<file path="config.mk">
export PLATFORM = sky130hd
export DESIGN_NAME = rxrst_seq
export DESIGN_NICKNAME = d
export VERILOG_FILES = /design/src/rtl/rxrst_pkg.sv /design/src/rtl/rxrst_dpath.sv /design/src/rtl/rxrst_ctrl.sv /design/src/rtl/rxrst_seq.sv
export SDC_FILE = /design/constraint.sdc
export NUM_CORES = 1
export LEC_CHECK = 0
export ABC_CLOCK_PERIOD_IN_PS = 3770
export BUFFER_PORTS_ARGS = -buffer_cell sky130_fd_sc_hd__buf_2
export CORE_MARGIN = 5
export CORE_UTILIZATION = 30
export DETAILED_ROUTE_END_ITERATION = 16
export GPL_TIMING_DRIVEN = 0
export MAX_ROUTING_LAYER = met4
export SETUP_SLACK_MARGIN = 0.1
export SLEW_MARGIN = 20
export SYNTH_ARGS = -nofsm -noshare
export SYNTH_HDL_FRONTEND = slang
export SYNTH_SLANG_ARGS = --single-unit
export TNS_END_PERCENT = 30
</file>
<file path="constraint.sdc">
create_clock -name clk -period 3.77 [get_ports clk]
set_input_delay 0.754 -clock clk [delete_from_list [all_inputs] [get_ports clk]]
set_output_delay 0.754 -clock clk [all_outputs]
set_load 0.01 [all_outputs]
</file>
<file path="src/rtl/rxrst_pkg.sv">
package rxrst_pkg;

  typedef enum logic [3:0] {
    ST_IDLE, ST_WAIT_LOCK, ST_ASSERT_RST, ST_DRP_READ, ST_DRP_WR_CLR,
    ST_RELEASE, ST_WAIT_PMA_FALL, ST_DRP_WR_RST, ST_WAIT_RXDONE,
    ST_DONE, ST_ERR
  } seqState_e;

  typedef struct packed {
    logic goRd;     // issue DRP read
    logic goWrClr;  // capture read word, issue write with bit cleared
    logic goWrRst;  // issue write of captured word
    logic cntClr;   // restart wait counter
  } ctrlStb_t;

endpackage

</file>
<file path="src/rtl/rxrst_dpath.sv">
module rxrst_dpath import rxrst_pkg::*; #(
  parameter int AW        = 9,
  parameter int DW        = 16,
  parameter logic [AW-1:0] TGT_ADDR = 9'h011,
  parameter int TGT_BIT   = 11,
  parameter int TMO_CYC   = 1000,
  parameter int PULSE_CYC = 8
) (
  input  logic          clk,
  input  logic          rstN,
  input  ctrlStb_t      stb,
  input  logic [DW-1:0] drpDin,
  input  logic          pmaDoneIn,
  output logic          drpEn,
  output logic          drpWe,
  output logic [AW-1:0] drpAddr,
  output logic [DW-1:0] drpDout,
  output logic          pmaFell,
  output logic          tmoHit,
  output logic          pulseHit
);
  localparam int CNT_MAX = (TMO_CYC > PULSE_CYC) ? TMO_CYC : PULSE_CYC;
  localparam int CW = $clog2(CNT_MAX + 1);
  localparam logic [DW-1:0] CLR_MASK = ~(DW'(1) << TGT_BIT);

  logic [DW-1:0] savedWord;
  logic [CW-1:0] waitCnt;
  logic          pmaPrev;

  always_ff @(posedge clk) begin
    if (!rstN) begin
      drpEn     <= 1'b0;
      drpWe     <= 1'b0;
      drpDout   <= '0;
      savedWord <= '0;
      pmaPrev   <= 1'b0;
      waitCnt   <= '0;
    end else begin
      drpEn   <= stb.goRd | stb.goWrClr | stb.goWrRst;
      drpWe   <= stb.goWrClr | stb.goWrRst;
      pmaPrev <= pmaDoneIn;
      if (stb.goWrClr) begin
        savedWord <= drpDin;
        drpDout   <= drpDin & CLR_MASK;
      end else if (stb.goWrRst) begin
        drpDout <= savedWord;
      end
      if (stb.cntClr)
        waitCnt <= '0;
      else if (waitCnt != CW'(CNT_MAX))
        waitCnt <= waitCnt + 1'b1;
    end
  end

  assign drpAddr  = TGT_ADDR;
  assign pmaFell  = pmaPrev & ~pmaDoneIn;
  assign tmoHit   = (waitCnt >= CW'(TMO_CYC - 1));
  assign pulseHit = (waitCnt >= CW'(PULSE_CYC - 1));
endmodule

</file>
<file path="src/rtl/rxrst_ctrl.sv">
module rxrst_ctrl import rxrst_pkg::*; #(
  parameter bit SIM_FAST = 1'b0
) (
  input  logic     clk,
  input  logic     rstN,
  input  logic     startReq,
  input  logic     pllLocked,
  input  logic     pmaDoneIn,
  input  logic     rxDoneIn,
  input  logic     drpRdy,
  input  logic     pmaFell,
  input  logic     tmoHit,
  input  logic     pulseHit,
  output ctrlStb_t stb,
  output logic     rxRstOut,
  output logic     seqDone,
  output logic     seqErr
);
  seqState_e state, nxt;
  logic      rstNext;

  always_comb begin
    nxt     = state;
    stb     = '0;
    rstNext = rxRstOut;
    case (state)
      ST_IDLE, ST_DONE, ST_ERR:
        if (startReq) nxt = ST_WAIT_LOCK;
      ST_WAIT_LOCK:
        if (pllLocked) begin
          nxt = ST_ASSERT_RST;
          rstNext = 1'b1;
        end else if (tmoHit) nxt = ST_ERR;
      ST_ASSERT_RST:
        if (SIM_FAST) begin
          if (pulseHit && pllLocked) begin
            rstNext = 1'b0;
            nxt = ST_WAIT_RXDONE;
          end else if (tmoHit) nxt = ST_ERR;
        end else begin
          stb.goRd = 1'b1;
          nxt = ST_DRP_READ;
        end
      ST_DRP_READ:
        if (drpRdy) begin
          stb.goWrClr = 1'b1;
          nxt = ST_DRP_WR_CLR;
        end else if (tmoHit) nxt = ST_ERR;
      ST_DRP_WR_CLR:
        if (drpRdy) nxt = ST_RELEASE;
        else if (tmoHit) nxt = ST_ERR;
      ST_RELEASE:
        if (pllLocked) begin
          rstNext = 1'b0;
          nxt = ST_WAIT_PMA_FALL;
        end else if (tmoHit) nxt = ST_ERR;
      ST_WAIT_PMA_FALL:
        if (pmaFell) begin
          stb.goWrRst = 1'b1;
          nxt = ST_DRP_WR_RST;
        end else if (tmoHit) nxt = ST_ERR;
      ST_DRP_WR_RST:
        if (drpRdy) nxt = ST_WAIT_RXDONE;
        else if (pmaDoneIn || tmoHit) nxt = ST_ERR;
      ST_WAIT_RXDONE:
        if (rxDoneIn) nxt = ST_DONE;
        else if (tmoHit) nxt = ST_ERR;
      default: nxt = ST_IDLE;
    endcase
    if (nxt == ST_ERR) rstNext = 1'b0;
    stb.cntClr = (nxt != state);
  end

  always_ff @(posedge clk) begin
    if (!rstN) begin
      state    <= ST_IDLE;
      rxRstOut <= 1'b0;
    end else begin
      state    <= nxt;
      rxRstOut <= rstNext;
    end
  end

  assign seqDone = (state == ST_DONE);
  assign seqErr  = (state == ST_ERR);
endmodule

</file>
<file path="src/rtl/rxrst_seq.sv">
module rxrst_seq import rxrst_pkg::*; #(
  parameter int AW        = 9,
  parameter int DW        = 16,
  parameter int NSTAGE    = 5,
  parameter logic [AW-1:0] TGT_ADDR = 9'h011,
  parameter int TGT_BIT   = 11,
  parameter int TMO_CYC   = 1000,
  parameter int PULSE_CYC = 8,
  parameter bit SIM_FAST  = 1'b0
) (
  input  logic              clk,
  input  logic              rstN,
  input  logic              startReq,
  input  logic              pllLocked,
  input  logic              pmaDoneIn,
  input  logic              rxDoneIn,
  input  logic              drpRdy,
  input  logic [DW-1:0]     drpDin,
  output logic              rxRstOut,
  output logic [NSTAGE-1:0] stageRstOut,
  output logic              modeSelOut,
  output logic              drpEn,
  output logic              drpWe,
  output logic [AW-1:0]     drpAddr,
  output logic [DW-1:0]     drpDout,
  output logic              seqDone,
  output logic              seqErr
);
  ctrlStb_t stb;
  logic pmaFell, tmoHit, pulseHit;

  rxrst_ctrl #(.SIM_FAST(SIM_FAST)) ctrl_i (
    .clk(clk), .rstN(rstN), .startReq(startReq), .pllLocked(pllLocked),
    .pmaDoneIn(pmaDoneIn), .rxDoneIn(rxDoneIn), .drpRdy(drpRdy),
    .pmaFell(pmaFell), .tmoHit(tmoHit), .pulseHit(pulseHit), .stb(stb),
    .rxRstOut(rxRstOut), .seqDone(seqDone), .seqErr(seqErr)
  );

  rxrst_dpath #(
    .AW(AW), .DW(DW), .TGT_ADDR(TGT_ADDR), .TGT_BIT(TGT_BIT),
    .TMO_CYC(TMO_CYC), .PULSE_CYC(PULSE_CYC)
  ) dpath_i (
    .clk(clk), .rstN(rstN), .stb(stb), .drpDin(drpDin), .pmaDoneIn(pmaDoneIn),
    .drpEn(drpEn), .drpWe(drpWe), .drpAddr(drpAddr), .drpDout(drpDout),
    .pmaFell(pmaFell), .tmoHit(tmoHit), .pulseHit(pulseHit)
  );

  assign stageRstOut = '0;
  assign modeSelOut  = 1'b0;
endmodule

</file>
==> out/qor.yml <==
run_status:
  status: "finished clean"
logic_synthesis:
  synth_edf_count: 0
  synthArstFlopShare_pct: 0
  ys_seq_area_share_pct: 37.5
  yosys_warnings: 0
  syn_area_sq_um: 2670
  ys_seq_elements: 50
  avgSynthCellArea_sq_um: 8.62
  ys_types: 55
  synthCells: 310
  ys.flop_type: "dfxtp_1"
layout:
  nets: 398
  area_growth_pct: 18.6
  fillers: 921
  final_area_sq_um: 3170
  drive_gt1_share_pct: 25.7
  diodes: 0
clock_tree:
  cts_setup_buffers: 0
  cts_tree: "built"
  path_clk_slew_ns: 0.09
  cts_sinks: 50
  cts_resized: 0
  clock_path_buffers: 2
  cts-buffers-inserted: 5
  ctsHoldBuffers: 0
  clk_latency_ns: 0.30
  cts-root-buf: "clkbuf_8"
  htree_levels: 2
die:
  die_y_um: 104
  ios: 59
  placementRows: 34
  core_sq_um: 8720
  dieArea_sq_um: 10900
  start_util_pct: 30.6
  die_w_um: 104
grt:
  grtUsageMet3_pct: 2.23
  grt_use_met1_pct: 16.4
  use_met2_pct: 20.4
  grt_pass1_vias: 2315
  grt.overflow.total: 0
  antenna_found_initial: 0
  grt_pass1_wl_um: 11200
  top_usage_layer: "met2"
  grt_max_degree: 17
  track_usage_pct: 12.6
timing:
  fin_hold_ws_ns: 0.455
  slew_violations: 0
  setup_viol: 0
  rsz0062_at_grt: "false"
  fmax_mhz: 453
  setup_tns_ns: 0
  max-slew-margin-rel_pct: 49.3
  worst-slew-pin-transition_ns: 0.754
  hold_violations: 0
  skew_ns: 0.00785
  post-route-period-util_pct: 58.5
  period_minus_slack_ns: 2.21
power:
  power_density_nw_per_um2: 320
  max-vdd-ir-drop_uv: 206
  p_leak_nw: 1.30
critical_path:
  critPathArrivalTime_ns: 2.38
  crit_required_ns: 3.94
  crit_fanout: 10
  endpoint_kind: "register"
  start_kind: "primary input"
  worstSetupPathType: "primary input to register"
placed_design:
  port_buffers: 43
  place_area_sq_um: 3070
  dpl.hpwl_um: 4920
  gp_congestion: 0.889
routing:
  finalWirelength_um: 6530
  wire_per_inst_um: 13.5
  dr_total_vias: 2306
  first_pass_iters: 4
  drc: 0
  drt_iter0_markers: 128
  final_antenna_net_count: 0
  vias_per_cell: 4.78
worst_hold_path:
  hp-class: "register to register"
flow_run:
  maxCapViolCount: 0
[cell usage after synthesis (all sizes together) (2+ instances only)]
library cell	instances	share of area, %
nand2	55	7.7
dfxtp	50	37
a21boi	34	9.6
buf	24	6.6
mux2	15	6.3
nor3	15	2.8
nor2	11	1.5
clkbuf	9	1.4
o21ai	8	1.5
inv	7	0.98
a21oi	6	1.1
nand2b	6	1.4
and3	5	1.2
nand3	5	0.94
xnor2	5	1.6
xor2	5	1.6
o211ai	4	1.1
a211oi	3	0.84
and2	3	0.70
nand3b	3	0.84
nand4	3	0.94
or2	3	0.70
conb	2	0.28
ha	2	0.94
nor3b	2	0.56
nor4b	2	1.2
o221ai	2	0.66
o22ai	2	0.47
o31a	2	0.66
[path summary, 6_finish.rpt]
check / startpoint / endpoint / slack [ns] / cells past startpoint
max: drpRdy / dpath_i.waitCnt[2] / 1.56 / 6
min: dpath_i.savedWord[9] / dpath_i.savedWord[9] / 0.45 / 2
max reg2reg: dpath_i.waitCnt[0] / ctrl_i.state[1] / 1.63 / 6
min reg2reg: dpath_i.savedWord[9] / dpath_i.savedWord[9] / 0.45 / 2
[power by group]
part / switching, W / total (W) / internal [W]
clock: 0.000185 / 0.000337 / 0.000151
combinational: 0.0000724 / 0.000133 / 0.0000608
sequential: 0.00000828 / 0.000545 / 0.000536
total: 0.000266 / 0.00101 / 0.000749
[cells in the final DEF, fill, tap and decap left out, drive strengths merged, types with 4 or more instances in the layout]
cell type  synthesis  final
xnor2              5      5
xor2               5      5
nand2             55     55
inv                7      8
clkbuf             9     15
a21boi            34     34
mux2              15     15
dfxtp             50     50
o211ai             4      4
and3               5      5
nor3              15     15
a21oi              6      6
nand2b             6      6
o21ai              8      8
buf               24     67
nand3              5      5
nor2              11     11
conb               2     15
[layer usage]
layer | routed length (um) | share of wire (%)
met1 | 3150 | 48
met2 | 3060 | 47
met3 | 247 | 3.8
met4 | 64 | 0.98
met5 | 0 | 0
[registers in the layout, indices dropped and copies added, names as in the netlist]
name and cells:
dpath_i.drpDout 16, dpath_i.savedWord 16, ctrl_i.state 4, dpath_i.waitCnt 10
dpath_i.drpEn 1, dpath_i.drpWe 1, ctrl_i.rxRstOut 1, dpath_i.pmaPrev 1
[final cells by class]
type	count	area, sq um	area share, %
Multi-Input combinational cell	233	1480	46.7
Sequential cell	50	1000	31.6
Timing Repair Buffer	43	215	6.79
Buffer	33	213	6.71
Tap cell	108	135	4.26
Clock buffer	6	82.6	2.61
Inverter	7	26.3	0.829
Clock inverter	2	16.3	0.513
[per-stage QoR]
step | cells | setup slack [ns] | total power, W | utilization (%)
6_report | 482 | 1.56 | 0.00101 | 36.3
5_1_grt | 482 | 1.38 | 0.00106 | 36.3
4_1_cts | 482 | 1.57 | 0.00102 | 36.3
3_5_place_dp | 474 | 1.24 | 0.000690 | 35.2
3_3_place_gp | 474 | 1.31 | 0.000688 | 35.2
2_1_floorplan | 323 | 1.72 | 0.000650 | -
[cells by family (layout without fill, tap and decap cells)]
group | count (synthesis) | in the layout | share of synthesized area (%)
flops | 50 | 50 | 37.5
xor+xnor | 10 | 10 | 3.28
simple gates | 119 | 119 | 22.7
fa+ha+maj | 2 | 2 | 0.937
other cells | 2 | 15 | 0.281
compound gates | 71 | 71 | 19.7
buf+inv | 40 | 91 | 8.95
mux | 16 | 16 | 6.70
[critical path, stage by stage]
cell and delay [ns]:
buf_2 0.11, clkbuf_1 0.36, a21oi_1 0.19, or2_2 0.36, o31ai_4 0.49, nor3_1 0.10
Note: power is estimated with default switching activity, not from simulation.
